File: src/rtl/vcd_pkg.sv
package vcd_pkg;
   typedef enum logic [1:0] {
      STD_NONE = 2'b00,
      STD_50   = 2'b01,
      STD_60   = 2'b10,
      STD_ODD  = 2'b11
   } vstd_e;

   typedef enum logic [1:0] {
      FF_AUTO60  = 2'b00,
      FF_FORCE60 = 2'b01,
      FF_HOLD    = 2'b10,
      FF_AUTO50  = 2'b11
   } ffmode_e;

   typedef enum logic [1:0] {
      WIN_SEARCH = 2'd0,
      WIN_50     = 2'd1,
      WIN_60     = 2'd2,
      WIN_SPARE  = 2'd3
   } win_e;
endpackage

File: src/rtl/vcd_window_sel.sv
module vcd_window_sel
   import vcd_pkg::*;
#(
   parameter int CNT_W  = 10,
   parameter int W50_LO = 622,
   parameter int W50_HI = 628,
   parameter int W60_LO = 522,
   parameter int W60_HI = 528,
   parameter int WSR_LO = 488,
   parameter int WSR_HI = 722
) (
   input  logic [1:0]       ff_mode,
   input  logic             line_locked,
   input  logic             search_en,
   input  vstd_e            std_det,
   output logic [CNT_W-1:0] win_lo,
   output logic [CNT_W-1:0] win_hi,
   output logic             hold
);
   localparam int N_SLOT = 4;

   logic [CNT_W-1:0] lo_tab [N_SLOT];
   logic [CNT_W-1:0] hi_tab [N_SLOT];
   win_e             from_std;
   win_e             sel;
   ffmode_e          mode;

   // bound table, one slot per window code; the spare code maps to search
   for (genvar g = 0; g < N_SLOT; g++) begin : g_tab
      localparam int LO = (g == 1) ? W50_LO : (g == 2) ? W60_LO : WSR_LO;
      localparam int HI = (g == 1) ? W50_HI : (g == 2) ? W60_HI : WSR_HI;
      assign lo_tab[g] = CNT_W'(LO);
      assign hi_tab[g] = CNT_W'(HI);
   end

   assign mode = ffmode_e'(ff_mode);

   always_comb begin
      case (std_det)
         STD_50:  from_std = WIN_50;
         STD_60:  from_std = WIN_60;
         default: from_std = WIN_SEARCH;
      endcase
   end

   always_comb begin
      case (mode)
         FF_FORCE60: sel = WIN_60;
         FF_AUTO60:  sel = line_locked ? from_std : WIN_60;
         FF_AUTO50:  sel = line_locked ? from_std : WIN_50;
         default:    sel = from_std;
      endcase
      if (search_en) sel = WIN_SEARCH;
   end

   assign win_lo = lo_tab[sel];
   assign win_hi = hi_tab[sel];
   assign hold   = (mode == FF_HOLD);
endmodule

File: src/rtl/vcd_halfline_ctr.sv
module vcd_halfline_ctr #(
   parameter int CNT_W    = 10,
   parameter int PULSE_HL = 6
) (
   input  logic             clk,
   input  logic             rst_n,
   input  logic             hl_tick,
   input  logic             vsync_in,
   input  logic [CNT_W-1:0] win_lo,
   input  logic [CNT_W-1:0] win_hi,
   output logic             field_end,
   output logic             sync_taken,
   output logic [CNT_W-1:0] end_cnt,
   output logic             pulse_raw
);
   localparam logic [CNT_W-1:0] PW = CNT_W'(PULSE_HL);

   logic [CNT_W-1:0] cnt_q;
   logic [CNT_W-1:0] cnt_nx;
   logic             run_q;
   logic             in_win;
   logic             timeout;

   assign cnt_nx     = cnt_q + CNT_W'(1);
   assign in_win     = (cnt_nx >= win_lo) && (cnt_nx <= win_hi);
   assign sync_taken = hl_tick && vsync_in && in_win;
   // a window that shrank below the running count closes at once
   assign timeout    = hl_tick && !sync_taken && (cnt_nx >= win_hi);
   assign field_end  = sync_taken || timeout;
   assign end_cnt    = cnt_nx;

   always_ff @(posedge clk or negedge rst_n) begin
      if (!rst_n) begin
         cnt_q <= '0;
         run_q <= 1'b0;
      end else if (field_end) begin
         cnt_q <= '0;
         run_q <= 1'b1;
      end else if (hl_tick) begin
         cnt_q <= cnt_nx;
      end
   end

   assign pulse_raw = run_q && (cnt_q < PW);
endmodule

File: src/rtl/vcd_std_tracker.sv
module vcd_std_tracker
   import vcd_pkg::*;
#(
   parameter int CNT_W  = 10,
   parameter int W50_LO = 622,
   parameter int W50_HI = 628,
   parameter int W60_LO = 522,
   parameter int W60_HI = 528,
   parameter int STREAK = 4
) (
   input  logic             clk,
   input  logic             rst_n,
   input  logic             field_end,
   input  logic             sync_taken,
   input  logic [CNT_W-1:0] end_cnt,
   input  logic             hold,
   output vstd_e            std_det
);
   localparam int RUN_W = $clog2(STREAK + 1);
   localparam logic [RUN_W-1:0] RUN_MAX = RUN_W'(STREAK);
   localparam logic [CNT_W-1:0] L50 = CNT_W'(W50_LO);
   localparam logic [CNT_W-1:0] H50 = CNT_W'(W50_HI);
   localparam logic [CNT_W-1:0] L60 = CNT_W'(W60_LO);
   localparam logic [CNT_W-1:0] H60 = CNT_W'(W60_HI);

   vstd_e            cls;
   vstd_e            last_q;
   vstd_e            std_q;
   logic [RUN_W-1:0] run_q;
   logic [RUN_W-1:0] run_nx;

   always_comb begin
      if (!sync_taken)                            cls = STD_ODD;
      else if (end_cnt >= L50 && end_cnt <= H50)  cls = STD_50;
      else if (end_cnt >= L60 && end_cnt <= H60)  cls = STD_60;
      else                                        cls = STD_ODD;
   end

   always_comb begin
      if (cls != last_q)        run_nx = RUN_W'(1);
      else if (run_q == RUN_MAX) run_nx = run_q;
      else                      run_nx = run_q + RUN_W'(1);
   end

   always_ff @(posedge clk or negedge rst_n) begin
      if (!rst_n) begin
         last_q <= STD_NONE;
         run_q  <= '0;
         std_q  <= STD_NONE;
      end else if (field_end && !hold) begin
         last_q <= cls;
         run_q  <= run_nx;
         if (run_nx == RUN_MAX) std_q <= cls;
      end
   end

   assign std_det = std_q;
endmodule

File: src/rtl/vertical_countdown.sv
module vertical_countdown
   import vcd_pkg::*;
#(
   parameter int CNT_W    = 10,
   parameter int W50_LO   = 622,
   parameter int W50_HI   = 628,
   parameter int W60_LO   = 522,
   parameter int W60_HI   = 528,
   parameter int WSR_LO   = 488,
   parameter int WSR_HI   = 722,
   parameter int STREAK   = 4,
   parameter int PULSE_HL = 6
) (
   input  logic       clk,
   input  logic       rst_n,
   input  logic       hl_tick,
   input  logic       vsync_in,
   input  logic       line_locked,
   input  logic [1:0] ff_mode,
   input  logic       search_en,
   input  logic       ext_clamp,
   output logic       vpulse,
   output logic       vpulse_oe,
   output logic [1:0] std_det
);
   localparam int MAX_HI = (WSR_HI > W50_HI) ? ((WSR_HI > W60_HI) ? WSR_HI : W60_HI)
                                             : ((W50_HI > W60_HI) ? W50_HI : W60_HI);

   initial begin
      assert (W50_LO <= W50_HI && W60_LO <= W60_HI && WSR_LO <= WSR_HI)
         else $fatal(1, "window bounds out of order");
      assert (MAX_HI < (1 << CNT_W))
         else $fatal(1, "count width too small for the widest window");
      assert (PULSE_HL >= 1 && PULSE_HL < W60_LO && PULSE_HL < WSR_LO && PULSE_HL < W50_LO)
         else $fatal(1, "pulse must end before any window opens");
      assert (STREAK >= 1)
         else $fatal(1, "streak length must be positive");
   end

   logic [CNT_W-1:0] win_lo;
   logic [CNT_W-1:0] win_hi;
   logic             hold;
   logic             field_end;
   logic             sync_taken;
   logic [CNT_W-1:0] end_cnt;
   logic             pulse_raw;
   vstd_e            std_q;

   vcd_window_sel #(
      .CNT_W(CNT_W), .W50_LO(W50_LO), .W50_HI(W50_HI), .W60_LO(W60_LO),
      .W60_HI(W60_HI), .WSR_LO(WSR_LO), .WSR_HI(WSR_HI)
   ) u_win (
      .ff_mode(ff_mode), .line_locked(line_locked), .search_en(search_en),
      .std_det(std_q), .win_lo(win_lo), .win_hi(win_hi), .hold(hold)
   );

   vcd_halfline_ctr #(
      .CNT_W(CNT_W), .PULSE_HL(PULSE_HL)
   ) u_ctr (
      .clk(clk), .rst_n(rst_n), .hl_tick(hl_tick), .vsync_in(vsync_in),
      .win_lo(win_lo), .win_hi(win_hi), .field_end(field_end),
      .sync_taken(sync_taken), .end_cnt(end_cnt), .pulse_raw(pulse_raw)
   );

   vcd_std_tracker #(
      .CNT_W(CNT_W), .W50_LO(W50_LO), .W50_HI(W50_HI), .W60_LO(W60_LO),
      .W60_HI(W60_HI), .STREAK(STREAK)
   ) u_trk (
      .clk(clk), .rst_n(rst_n), .field_end(field_end), .sync_taken(sync_taken),
      .end_cnt(end_cnt), .hold(hold), .std_det(std_q)
   );

   assign vpulse    = pulse_raw && !ext_clamp;
   assign vpulse_oe = !ext_clamp;
   assign std_det   = std_q;
endmodule

File: config.mk
export PLATFORM = sky130hd
export DESIGN_NAME = vertical_countdown
export DESIGN_NICKNAME = d
export VERILOG_FILES = /design/src/rtl/vcd_pkg.sv /design/src/rtl/vcd_window_sel.sv /design/src/rtl/vcd_halfline_ctr.sv /design/src/rtl/vcd_std_tracker.sv /design/src/rtl/vertical_countdown.sv
export SDC_FILE = /design/constraint.sdc
export NUM_CORES = 1
export LEC_CHECK = 0
export BUFFER_PORTS_ARGS = -buffer_cell sky130_fd_sc_hd__buf_2
export CAP_MARGIN = 10
export CORE_MARGIN = 2
export CORE_UTILIZATION = 60
export CTS_BUF_LIST = sky130_fd_sc_hd__clkbuf_16
export CTS_CLUSTER_SIZE = 40
export DETAILED_ROUTE_END_ITERATION = 10
export HOLD_SLACK_MARGIN = 0.15
export PLACE_DENSITY_LB_ADDON = 0.12
export SLEW_MARGIN = 40
export SYNTH_ARGS = -nofsm -noshare
export SYNTH_HDL_FRONTEND = slang
export SYNTH_SLANG_ARGS = --single-unit
File: constraint.sdc
create_clock -name clk -period 4.7 [get_ports clk]
set_clock_uncertainty 0.05 [all_clocks]
set_input_delay 0.94 -clock clk [delete_from_list [all_inputs] [get_ports clk]]
set_output_delay 0.94 -clock clk [all_outputs]
set_load 0.02 [all_outputs]
After elaboration in Yosys (flattened, before gate mapping)
Index checks and enable logic that the tools add are counted.
Widths: inputs -> output; s select.
{"block": "word_totals", "out_inout_bits": 4, "latchBits": 0, "ramBits": 0, "romBits": 0, "register_bits": 18, "memories": 0}
{"block": "classes", "n_reduce_logical": 17, "mux": 18, "n_eq_ne": 8, "mul": 0, "n_bitwise": 1, "n_div": 0, "shifts": 0, "n_lt_le_gt_ge": 9, "addsub": 2}
{"op": "$mux 10", "n": 6}
{"op": "$bmux 10 s2", "n": 2}
{"op": "$ge 10x10->1", "n": 2}
{"op": "$ge 10x10->1 const B", "n": 2}
{"op": "$le 10x10->1 const B", "n": 2}
{"op": "$add 10x1->10 const B", "n": 1}
{"op": "$le 10x10->1", "n": 1}
{"op": "$logic_and 1x1->1", "n": 10}
{"op": "$lt 10x3->1 const B", "n": 1}
{"op": "$mux 2", "n": 5}
{"op": "$eq 2x2->1 const B", "n": 3}
{"op": "$eq 3x3->1 const B", "n": 2}
{"op": "$mux 3", "n": 2}
{"op": "$pmux 2 s3", "n": 1}
{"op": "$eq 2x1->1 const B", "n": 2}
{"op": "$pmux 2 s2", "n": 1}
{"op": "$add 3x1->3 const B", "n": 1}
{"op": "$ge 3x3->1 const B", "n": 1}
{"op": "$logic_not 1->1", "n": 3}
{"op": "$not 2->3", "n": 1}
{"op": "$logic_not 2->1", "n": 1}
{"op": "$ne 2x2->1", "n": 1}
{"op": "$reduce_and 2->1", "n": 1}
{"op": "$reduce_bool 2->1", "n": 1}
{"op": "other kinds (2)", "n": 2}

Longest topological paths before layout
{"block": "logic_depth", "word_depth": 18, "depth_mapped": 18, "depth_no_buf": 17}

By module
A second synthesis with hierarchy kept.
{"block": "unflattened", "cells_unflattened": 247, "area_unflattened_um2": 2014.4}
{"mod": "vcd_halfline_ctr", "instances": 1, "area_per_inst_um2": 1188.6, "cells_per_inst": 148}
{"mod": "vcd_std_tracker", "instances": 1, "area_per_inst_um2": 571.8, "cells_per_inst": 62}
{"mod": "vcd_window_sel", "instances": 1, "area_per_inst_um2": 244.0, "cells_per_inst": 35}
{"mod": "vertical_countdown", "instances": 1, "area_per_inst_um2": 10.0, "cells_per_inst": 2}

Worst setup path after synthesis
OpenSTA, ideal clock, no wires.
{"block": "synth_path", "path_type": "in2reg", "from": "input port ff_mode[0]", "to": "register u_trk.std_q[1] (netlist: u_trk.std_det[1])", "t_arrival_ps": 3811, "path_buffers": 0, "slack_ps": 711, "cell_stages": 14, "setup_ps": 128, "path_cell_list": "inv_1 > a21oi_1 > a21oi_1 > or3_1 > inv_1 > ha_1 > ha_1 > nand3_1 > or4_1 > nor4_1 > o31a_2 > and2_2 > nand3_2 > mux2_1"}
{"block": "synth_via", "elab_chain_cells": 16}
{"element": "start: declaration", "line_no": "vertical_countdown.sv:19", "text": "input logic [1:0] ff_mode,"}
{"element": "branches (longest 16 deep; another with $ge 10x10->1)"}
{"element": "end signal: assignment", "line_no": "vcd_std_tracker.sv:53", "text": "if (run_nx == RUN_MAX) std_q <= cls;"}
{"element": "end: declaration", "line_no": "vcd_std_tracker.sv:28", "text": "vstd_e std_q;"}
Parallel ways; which one is timed is not known. The select of a mux whose other input is x is not followed.
A chain may end at the register's enable or synchronous reset.

Worst setup path after layout
{"block": "layout_path", "from": "input port ff_mode[0]", "to": "register u_trk.std_q[0] (netlist: u_trk.std_det[0])"}
The elaborated chain is that of the path after synthesis.

==> reports/metrics.yaml <==
status:
  status: "finished, final reports clean"
placed_design:
  dp_hpwl_um: 3380
  portBuffers: 12
  place.gp.congestion: 0.955
  placed_area_um2: 1890
hold_path:
  min_from: "u_ctr.run_q"
  hold_class: "reg2reg"
  whs_path_depth: 1
  whs_endpoint: "u_ctr.run_q"
global_routing:
  overflow: 0
  grt_max_degree: 19
  grt.total_usage: 0.267
  grt_pass1_wl_um: 7160
  grt_antenna_before_repair: 0
  grt_pass1_vias: 1626
power:
  power_density_nw_per_um2: 525
  cellLeakagePower_nw: 0.907
  ir_worst_vdd_v: 0.000303
drt:
  drt-initial-drc-count: 106
  drt-pass1-iter-count: 4
  drcViolationCount: 0
  viasPerCell: 6.48
  vias: 1711
  wl_per_cell_um: 16.5
  wl_um: 4350
  drtAntennaViolNets: 0
finish:
  synthToLayoutAreaGrowth_pct: 8.24
  final_util: 0.697
  multi_input_area_um2: 1240
  ff_latch_area_um2: 450
  design_area_um2: 1970
  final_cell_mix: "inv_1 (25), nand2_1 (25), dfrtp_1 (18), ha_1 (15)"
  fill_cells: 240
  layout.nets: 258
  drive_gt1_frac: 0.133
  diodes: 0
setup_path:
  cp_cell_sequence: "buf_2 -> inv_1 -> a21oi_1 -> a21oi_1 -> or3_1 -> inv_1 -> ha_1 -> inv_1 -> ha_1 -> nor2b_1 -> nor2_1 -> o21ai_0 -> a221oi_1 -> o41ai_2 -> o31a_2 -> and2_2 -> nand3_2 -> mux2_1"
  path_class: "in2reg"
  rr_worst_depth: 13
  endpoint_kind: "flip-flop"
  arrival_ns: 4.25
  rr_endpoint: "u_trk.std_det[0]"
  slowest_stage: "o41ai_2"
  r2r_start: "u_ctr.cnt_q[0]"
  slowest_delay_ns: 0.54
  worstSetupStartpointType: "input pin"
  reg2reg_slack_ns: 0.68
  required_ns: 4.78
  cp_max_fo: 13
  crit_path_frequent_cell: "inv_1"
logic_synthesis:
  synth_flop_cell: "dfrtp_1"
  synth_edf_count: 0
  yosysWarnings: 0
  syn_nets: 248
  ys_ff_latch: 18
  synthCells: 224
  synth-seq-area-share: 0.247
  synthesis.area_um2: 1820
  synth.distinct_cells: 58
  synth_async_sr_flop_share: 1.00
  syn_area_per_cell_um2: 8.13
floorplan:
  io_pins: 13
  start_util: 0.644
  die_area_um2: 3490
  die_h_um: 59.1
  dieWidth_um: 59.1
  core_area_um2: 2830
  num_rows: 19
run:
  cap_violations: 0
timing:
  clock.fmax_mhz: 240
  slew_headroom: 0.593
  period_needed_ns: 4.17
  setup_viol: 0
  min_period_over_period: 0.887
  slew_viol_final: 0
  tightestPinTransition_ns: 0.607
  fin_setup_tns_ns: 0
  finalHoldViolations: 0
  rsz0062_at_grt: "no"
cts:
  post_cts_buffers: 0
  clock_path_buffers: 2
  cts_buffers: 3
  clk_latency_ns: 0.25
  cts_tree: "done"
  clkSinkCount: 18
  h-tree-depth: 1
  path_clk_slew_ns: 0.05
  cts_resized: 0
  cts_hold_buffers: 0
  cts-root-buf: "clkbuf_16"
==> area by class of cell <==
type / instances / share of cell area
clock buffer: 3 / 0.0381
clock inverter: 1 / 0.00190
inverter: 25 / 0.0476
multi-input combinational: 173 / 0.630
sequential: 18 / 0.228
tap: 31 / 0.0197
timing repair buffer: 13 / 0.0343
==> sequential cells by signal, indices dropped and copies added (netlist names) <==
name           cells
u_ctr.cnt_q       10
u_ctr.run_q        1
u_trk.last_q       2
u_trk.run_q        3
u_trk.std_det      2
==> per-stage QoR <==
| step | hold WS (ns) | power [W] | std cells | worst slack (ns) |
|---|---|---|---|---|
| final | 0.433 | 0.00104 | 264 | 0.532 |
| after global placement | 0.402 | 0.000818 | 260 | 0.397 |
| after detailed placement | 0.405 | 0.000854 | 260 | 0.305 |
| after CTS | 0.439 | 0.00103 | 264 | 0.550 |
| after global routing | 0.466 | 0.00112 | 264 | 0.252 |
| after floorplan | 0.390 | 0.000720 | 224 | 0.711 |
==> report_power, final <==
| part | switching (W) | internal (W) |
|---|---|---|
| combinational | 0.000326 | 0.000231 |
| clock | 0.0000570 | 0.000113 |
| sequential | 0.000100 | 0.000208 |
==> worst max path at each step <==
stage | start | slack [ns] | cells after the start | end
after floorplan | ff_mode[0] | 0.71 | 14 | u_trk.std_det[1]
after global placement | ff_mode[0] | 0.40 | 16 | u_trk.std_det[0]
after detailed placement | ff_mode[0] | 0.30 | 17 | u_trk.std_det[0]
after CTS | ff_mode[0] | 0.55 | 18 | u_trk.std_det[0]
after global routing | ff_mode[0] | 0.25 | 18 | u_trk.std_det[1]
final | ff_mode[0] | 0.53 | 18 | u_trk.std_det[0]
==> cell families (layout without fill, tap and decap cells) <==
kind of cell / after synthesis / in the layout / share of synthesized area
buf+inv: 33 / 42 / 0.0707
compound gates: 56 / 56 / 0.227
xor+xnor: 14 / 14 / 0.0673
flops: 18 / 18 / 0.247
mux: 4 / 4 / 0.0234
simple gates: 84 / 84 / 0.261
fa+ha+maj: 15 / 15 / 0.103
==> layer usage <==
| layer | GRT usage | up-vias | routed length [µm] |
|---|---|---|---|
| met1 | 0.348 | 796 | 1870 |
| met2 | 0.429 | 78 | 2060 |
| met3 | 0.0611 | 11 | 322 |
| met5 | 0 | - | 0 |
| li1 | - | 826 | - |
| met4 | 0.110 | 0 | 97 |
==> synthesized netlist by cell type, types with 3 or more instances <==
library cell  number  area [µm²]
clkbuf_1           3        11.3
ha_1              15         188
o21ai_0           12        60.1
nand2_1           25        93.8
xnor2_1           12         105
o21bai_1           3        22.5
dfrtp_1           18         450
nor3_1             6        30.0
o31ai_1            3        22.5
nand4_1            4        25.0
o22ai_1            5        31.3
o221ai_1           3        26.3
and3_1             3        18.8
nor2b_1            4        25.0
a21oi_1            9        45.0
inv_1             25        93.8
or3_1              4        25.0
nor2_1             6        22.5
nand3_1            8        40.0
buf_2              4        20.0
nor4_1             4        25.0
==> worst max-delay path: cells and delay by family <==
kind / cells / cell delay [ns]
buffers and inverters: 4 / 0.26
adder cells (fa/ha/maj): 2 / 0.35
multiplexers: 1 / 0.33
AND/OR/NAND/NOR: 5 / 0.87
AO/OA/AOI/OAI: 6 / 1.49
Note: power is estimated with default switching activity, not from simulation.
